<file path="src/rtl/bfi_pkg.sv">
package bfi_pkg;
  localparam int FLD_W  = 7;
  localparam int NINT   = 7;
  localparam int TCNT_W = 5;

  localparam int IB_TX_AE    = 0;
  localparam int IB_RX_AF    = 1;
  localparam int IB_TX_UNDER = 2;
  localparam int IB_TX_OVER  = 3;
  localparam int IB_RX_UNDER = 4;
  localparam int IB_RX_OVER  = 5;
  localparam int IB_TRAIL    = 6;

  localparam int SB_TX_LVL   = 0;
  localparam int SB_TX_FULL  = 7;
  localparam int SB_TX_EMPTY = 8;
  localparam int SB_RX_LVL   = 16;
  localparam int SB_RX_FULL  = 23;
  localparam int SB_RX_EMPTY = 24;

  // TX needs service once its level has dropped to the trigger
  function automatic logic low_water(input logic [FLD_W-1:0] lvl,
                                     input logic [FLD_W-1:0] trig);
    return lvl <= trig;
  endfunction

  // RX needs service once its level has climbed to the trigger
  function automatic logic high_water(input logic [FLD_W-1:0] lvl,
                                      input logic [FLD_W-1:0] trig);
    return lvl >= trig;
  endfunction

  // the idle period that matches the limit is the one that expires
  function automatic logic trail_due(input logic [TCNT_W-1:0] cnt,
                                     input logic [3:0] lim);
    return cnt == {1'b0, lim};
  endfunction

  function automatic logic [31:0] pack_status(
      input logic [FLD_W-1:0] tx_lvl, input logic tx_full, input logic tx_empty,
      input logic [FLD_W-1:0] rx_lvl, input logic rx_full, input logic rx_empty);
    logic [31:0] w;
    w = '0;
    w[SB_TX_LVL +: FLD_W] = tx_lvl;
    w[SB_TX_FULL]         = tx_full;
    w[SB_TX_EMPTY]        = tx_empty;
    w[SB_RX_LVL +: FLD_W] = rx_lvl;
    w[SB_RX_FULL]         = rx_full;
    w[SB_RX_EMPTY]        = rx_empty;
    return w;
  endfunction
endpackage

</file>
<file path="src/rtl/bfi_fifo.sv">
module bfi_fifo #(
  parameter int DEPTH = 16,
  parameter int DW    = 8
) (
  input  logic                       clk,
  input  logic                       rst_n,
  input  logic                       en,
  input  logic                       push,
  input  logic [DW-1:0]              wdata,
  input  logic                       pop,
  output logic [DW-1:0]              rdata,
  output logic [$clog2(DEPTH):0]     level,
  output logic                       full,
  output logic                       empty,
  output logic                       ovr_ev,
  output logic                       unr_ev
);
  localparam int AW = $clog2(DEPTH);
  localparam int LW = AW + 1;

  logic [DW-1:0] mem [DEPTH];
  logic [AW-1:0] wptr, rptr;
  logic [LW-1:0] count;
  logic          pop_ok, push_ok;

  assign full    = (count == LW'(DEPTH));
  assign empty   = (count == '0);
  assign pop_ok  = pop & ~empty;
  assign push_ok = en & push & (~full | pop_ok);
  assign ovr_ev  = en & push & full & ~pop_ok;
  assign unr_ev  = pop & empty;
  assign level   = count;
  assign rdata   = empty ? '0 : mem[rptr];

  always_ff @(posedge clk) begin
    if (push_ok) mem[wptr] <= wdata;
  end

  always_ff @(posedge clk or negedge rst_n) begin
    if (!rst_n) begin
      wptr  <= '0;
      rptr  <= '0;
      count <= '0;
    end else if (!en) begin
      wptr  <= '0;
      rptr  <= '0;
      count <= '0;
    end else begin
      if (push_ok) wptr <= wptr + 1'b1;
      if (pop_ok)  rptr <= rptr + 1'b1;
      count <= count + LW'(push_ok) - LW'(pop_ok);
    end
  end

  // the level never passes the depth
  a_r1_no_overflow: assert property (@(posedge clk) disable iff (!rst_n)
    count <= LW'(DEPTH));

  // a rejected push leaves the queue full
  a_r3_drop_keeps_full: assert property (@(posedge clk) disable iff (!rst_n)
    (en && push && full && !pop) |=> (count == LW'(DEPTH)));

  // popping an empty queue without a push keeps it empty
  a_r4_empty_pop_stays: assert property (@(posedge clk) disable iff (!rst_n)
    (pop && empty && !push) |=> empty);
endmodule

</file>
<file path="src/rtl/bfi_trail_timer.sv">
module bfi_trail_timer
  import bfi_pkg::*;
(
  input  logic       clk,
  input  logic       rst_n,
  input  logic       tick,
  input  logic       activity,
  input  logic       empty,
  input  logic [3:0] limit,
  output logic       fire
);
  logic [TCNT_W-1:0] tcnt;
  logic              quiet;

  assign quiet = ~empty & ~activity;
  assign fire  = tick & quiet & trail_due(tcnt, limit);

  always_ff @(posedge clk or negedge rst_n) begin
    if (!rst_n)                          tcnt <= '0;
    else if (!quiet)                     tcnt <= '0;
    else if (tick && tcnt <= {1'b0, limit}) tcnt <= tcnt + 1'b1;
  end

  // one event per quiet stretch
  a_r7_single_fire: assert property (@(posedge clk) disable iff (!rst_n)
    fire |=> !fire);
endmodule

</file>
<file path="src/rtl/bfi_irq_regs.sv">
module bfi_irq_regs
  import bfi_pkg::*;
(
  input  logic            clk,
  input  logic            rst_n,
  input  logic [NINT-1:0] ev,
  input  logic            wr,
  input  logic [NINT-1:0] wmask,
  input  logic [NINT-1:0] en,
  output logic [NINT-1:0] status,
  output logic            irq
);
  logic [NINT-1:0] clr;

  assign clr = wr ? wmask : '0;
  assign irq = |(status & en);

  always_ff @(posedge clk or negedge rst_n) begin
    if (!rst_n) status <= '0;
    else        status <= (status & ~clr) | ev;
  end

  // an event always lands in the status
  a_r8_event_sets: assert property (@(posedge clk) disable iff (!rst_n)
    (|ev) |=> ((status & $past(ev)) == $past(ev)));

  // written ones without a new event are gone
  a_r8_w1c_clears: assert property (@(posedge clk) disable iff (!rst_n)
    wr |=> ((status & $past(wmask) & ~$past(ev)) == '0));
endmodule

</file>
<file path="src/rtl/byte_fifo_irq.sv">
module byte_fifo_irq
  import bfi_pkg::*;
#(
  parameter int DEPTH = 16,
  parameter int DW    = 8
) (
  input  logic            clk,
  input  logic            rst_n,
  input  logic            rx_on,
  input  logic            tx_on,
  input  logic [6:0]      rx_trig,
  input  logic [6:0]      tx_trig,
  input  logic [3:0]      trail_limit,
  input  logic [6:0]      int_en,
  input  logic            tx_wr,
  input  logic [DW-1:0]   tx_wdata,
  input  logic            tx_pop,
  output logic [DW-1:0]   tx_rdata,
  input  logic            rx_push,
  input  logic [DW-1:0]   rx_wdata,
  input  logic            rx_rd,
  output logic [DW-1:0]   rx_rdata,
  input  logic            idle_tick,
  input  logic            stat_wr,
  input  logic [6:0]      stat_wdata,
  output logic [6:0]      int_status,
  output logic [31:0]     fifo_status,
  output logic            irq
);
  localparam int LW = $clog2(DEPTH) + 1;

  logic [LW-1:0]    tx_level, rx_level;
  logic             tx_full, tx_empty, rx_full, rx_empty;
  logic             tx_ovr, tx_unr, rx_ovr, rx_unr;
  logic             trail_fire;
  logic [FLD_W-1:0] tx_lvl7, rx_lvl7;
  logic [NINT-1:0]  ev;

  bfi_fifo #(.DEPTH(DEPTH), .DW(DW)) u_tx (
    .clk(clk), .rst_n(rst_n), .en(tx_on),
    .push(tx_wr), .wdata(tx_wdata), .pop(tx_pop), .rdata(tx_rdata),
    .level(tx_level), .full(tx_full), .empty(tx_empty),
    .ovr_ev(tx_ovr), .unr_ev(tx_unr));

  bfi_fifo #(.DEPTH(DEPTH), .DW(DW)) u_rx (
    .clk(clk), .rst_n(rst_n), .en(rx_on),
    .push(rx_push), .wdata(rx_wdata), .pop(rx_rd), .rdata(rx_rdata),
    .level(rx_level), .full(rx_full), .empty(rx_empty),
    .ovr_ev(rx_ovr), .unr_ev(rx_unr));

  bfi_trail_timer u_trail (
    .clk(clk), .rst_n(rst_n), .tick(idle_tick),
    .activity(rx_push | rx_rd), .empty(rx_empty),
    .limit(trail_limit), .fire(trail_fire));

  assign tx_lvl7 = FLD_W'(tx_level);
  assign rx_lvl7 = FLD_W'(rx_level);

  always_comb begin
    ev              = '0;
    ev[IB_TX_AE]    = tx_on & low_water(tx_lvl7, tx_trig);
    ev[IB_RX_AF]    = rx_on & high_water(rx_lvl7, rx_trig);
    ev[IB_TX_UNDER] = tx_unr;
    ev[IB_TX_OVER]  = tx_ovr;
    ev[IB_RX_UNDER] = rx_unr;
    ev[IB_RX_OVER]  = rx_ovr;
    ev[IB_TRAIL]    = trail_fire;
  end

  bfi_irq_regs u_irq (
    .clk(clk), .rst_n(rst_n), .ev(ev), .wr(stat_wr), .wmask(stat_wdata),
    .en(int_en), .status(int_status), .irq(irq));

  assign fifo_status = pack_status(tx_lvl7, tx_full, tx_empty,
                                   rx_lvl7, rx_full, rx_empty);

  // a disabled RX queue never raises overrun
  a_r10_off_no_overrun: assert property (@(posedge clk) disable iff (!rst_n)
    !rx_on |-> !rx_ovr);
endmodule

</file>
<file path="config.mk">
export PLATFORM = sky130hd
export DESIGN_NAME = byte_fifo_irq
export DESIGN_NICKNAME = d
export VERILOG_FILES = /design/src/rtl/bfi_pkg.sv /design/src/rtl/bfi_fifo.sv /design/src/rtl/bfi_trail_timer.sv /design/src/rtl/bfi_irq_regs.sv /design/src/rtl/byte_fifo_irq.sv
export SDC_FILE = /design/constraint.sdc
export NUM_CORES = 1
export LEC_CHECK = 0
export ABC_CLOCK_PERIOD_IN_PS = 2830
export BUFFER_PORTS_ARGS = -buffer_cell sky130_fd_sc_hd__buf_2
export CORE_AREA = 2 2 164 166
export DETAILED_ROUTE_END_ITERATION = 16
export DIE_AREA = 0 0 166 168
export PLACE_DENSITY = 0.71
export SYNTH_ARGS = -nofsm -noshare
export SYNTH_HDL_FRONTEND = slang
export SYNTH_HIERARCHICAL = 1
export SYNTH_SLANG_ARGS = --single-unit
</file>
<file path="constraint.sdc">
create_clock -name clk -period 2.83 [get_ports clk]
set_clock_uncertainty 0.05 [all_clocks]
set_input_delay 0.283 -clock clk [delete_from_list [all_inputs] [get_ports clk]]
set_output_delay 0.283 -clock clk [all_outputs]
set_load 0.02 [all_outputs]
</file>
==> metrics.txt <==
TritonCTS Sinks roughly 290; pwr/cell area ~800 nW/um2; RSZ-0062 raised after global routing true; Avg Inst Size Synth 17.1 um2; ANT cells 0; GRT Util Overall about 18%; vias in the first global route approximately 7,000; Synth Instances roughly 760; Longest Clk Path Bufs 3; multi-input logic area between 3000 and 4000 um2; Max VDD drop ~0.00073 V; post-DP HPWL between 15,000 and 20,000 um; critical path peak fanout 3; Slew Limit Fails 0; Die Y 168 um; ys async rst share 12.9%; share of post-route cells with drive strength above 1 around 33%; min-delay src stat_wr; Hold WC Path Type input pin to flop; first-pass GRT wire length about 39,000 um; Startpoint Class flop; cell taking the most area after synthesis edfxtp_1; Post-synth EDFFs 256; clock slew seen by the registers of the worst setup and hold paths 0.06 ns; DRT Pass-1 Iters 4; H-tree depth 1; DR vias about 7,000; CP arrival about 3.2 ns; Synth top cells by count 256 x edfxtp_1, 47 x mux4_2, 38 x dfrtp_1, 35 x ha_1, 34 x nand2_1; Least-Margin Pin Slew roughly 0.87 ns; Period Utilization, post-route 101%; Setup Viol. Count Final 1; largest net degree at the start of global routing 39; most common cell in the synthesized netlist edfxtp_1; post-synth top area share between 50 and 60%; Die X-Extent between 150 and 200 um; Overall Power about 0.012 W; crit path from u_tx/level[2]$_DFF_PN0_; Routed WL per cell 19.7 um; min Tclk post-route 2.85 ns; Syn Std Cell Area ~13,000 um2; Max Cap Violations 0; I/O pin cnt 114; fmax about 350 MHz; TritonCTS clock tree built; die area approximately 28,000 um2; storage element area around 8600 um2; FF-to-FF Start u_tx/level[2]$_DFF_PN0_; total leakage power 5.50 nW; Area growth, synth to finish 17.1%; initial antenna violation count 0; outcome finished, violations left; drt drc 0; Starting Density 49.1%; failing checks negative setup slack; CTS root buf clkbuf_16; Routed WL ~25,000 um; Fin. Hold Viols 0; IO Port Bufs 95; most area-consuming cells after synthesis edfxtp_1 59%, mux4_2 8.2%, dfrtp_1 7.3%, mux4_1 3.5%, ha_1 3.4%; kind of end point of the critical path flop; # rows 60; # fillers between 1,500 and 2,000; via/cell ratio approximately 5.5; total CTS buffers 30; Final nets 1,013; final core occ approximately 58%; drt initial violations 440; Synth warnings 6; Synth Register Bits around 300; remaining antenna violation count 0; kind of critical path flop to flop; post-synthesis sequential area ratio about two thirds; Congestion Overflow GR 0; WP data required 3.22 ns; worst skew pair latency 0.55 ns; library cells used by synthesis between 50 and 60; final worst setup slack -0.0151 ns; WHS roughly 0.06 ns; max_slew headroom between 40 and 50%; Final GP Congestion 0.781; predominant post-synthesis flop cell edfxtp_1; Core ar. 26,400 um2
## logic make-up (layout without fill, tap and decap cells)
group | after synthesis | count (layout) | synth area share [%]
compound gates | 81 | 81 | 4.01
xor+xnor | 14 | 14 | 0.947
fa+ha+maj | 37 | 37 | 3.69
buf+inv | 88 | 254 | 4.13
flops | 294 | 294 | 66.7
mux | 99 | 99 | 14.5
other cells | 1 | 18 | 0.0290
simple gates | 144 | 144 | 5.97
## path summary, 6_finish.rpt
check / end / slack, ns / depth (start not counted)
min in group asynchronous: u_trail/tcnt[0]$_DFFE_PN0P_ / 0.34 / 2
min reg2reg: u_irq/status[0]$_DFF_PN0_ / 0.47 / 1
min: u_irq/status[6]$_DFF_PN0_ / 0.06 / 3
max reg2reg: u_tx/level[4]$_DFF_PN0_ / -0.02 / 12
max in group asynchronous: u_rx/rptr[1]$_DFFE_PN0P_ / 1.79 / 2
max: u_tx/level[4]$_DFF_PN0_ / -0.02 / 12
## state kept, by name, indices dropped and copies added, names as in the netlist, 5 cells and up
name and cells:
u_tx/mem 128, u_trail/tcnt 5, u_irq/status 7, u_rx/level 5
u_rx/mem 128, u_tx/level 5
## area by class of cell
cell class | count | area share [%]
Sequential cell | 294 | 57.0
Tap cell | 341 | 2.81
Clock buffer | 45 | 5.46
Multi-Input combinational cell | 393 | 25.9
Clock inverter | 10 | 0.512
Inverter | 30 | 0.759
Timing Repair Buffer | 169 | 7.58
## critical path: stages (launching register included)
cell     delay, ns
dfrtp_2       0.40
inv_2         0.08
ha_4          0.13
or4b_4        0.46
and2_4        0.19
nand2_2       0.07
o21ai_2       0.06
ha_2          0.20
fa_2          0.37
a21oi_2       0.16
nor2_2        0.06
or3_1         0.33
and3_1        0.16
## cells in the final DEF (no fill, tap or decap), drive strengths merged, types with 6 or more instances in the layout
| master | synthesis | routed |
|---|---|---|
| a21o | 10 | 10 |
| a21oi | 25 | 25 |
| and2 | 27 | 27 |
| buf | 45 | 159 |
| clkbuf | 13 | 46 |
| clkinv | 0 | 6 |
| conb | 1 | 18 |
| dfrtp | 38 | 38 |
| dlygate4sd3 | 0 | 8 |
| edfxtp | 256 | 256 |
| ha | 35 | 35 |
| inv | 30 | 31 |
| mux2 | 16 | 16 |
| mux2i | 19 | 19 |
| mux4 | 64 | 64 |
| nand2 | 34 | 34 |
| nand3 | 22 | 22 |
| nor2 | 17 | 17 |
| nor3 | 15 | 15 |
| o21ai | 25 | 25 |
| xnor2 | 9 | 9 |
## per-layer routing
layer | wire length [um] | up-vias | track usage, %
met4 | 448 | 0 | 4.42
met3 | 1150 | 38 | 3.01
met1 | 10900 | 3553 | 24.1
li1 | - | 3234 | -
met2 | 12800 | 174 | 30.3
met5 | 0 | - | 0
## what timing repair did
item | in CTS | in global routing
hold buffers | 8 | 0
pin swaps | 0 | 9
setup endpoints to repair | 14 | 14
gates cloned | 1 | 1
hold endpoints to repair | 45 | 0
gates resized for setup | 4 | 31
buffers inserted | 4 | 15
## through the flow
step           setup WS, ns  cell area (um2)  std cells  TNS (ns)
2_1_floorplan      -0.00589            13100        775  -0.00589
3_3_place_gp         0.0554            13900       1198         0
3_5_place_dp        0.00620            13900       1198         0
4_1_cts             0.00578            14900       1266         0
5_1_grt             -0.0980            15200       1282    -0.315
6_report            -0.0151            15200       1282   -0.0151
## power by group
| group | internal, W | switching [W] | leakage (nW) | total [W] |
|---|---|---|---|---|
| combinational | 0.00168 | 0.00183 | 2.27 | 0.00352 |
| sequential | 0.00489 | 0.000122 | 2.81 | 0.00501 |
| clock | 0.00203 | 0.00156 | 0.430 | 0.00359 |
(Power assumes the default switching activity.)
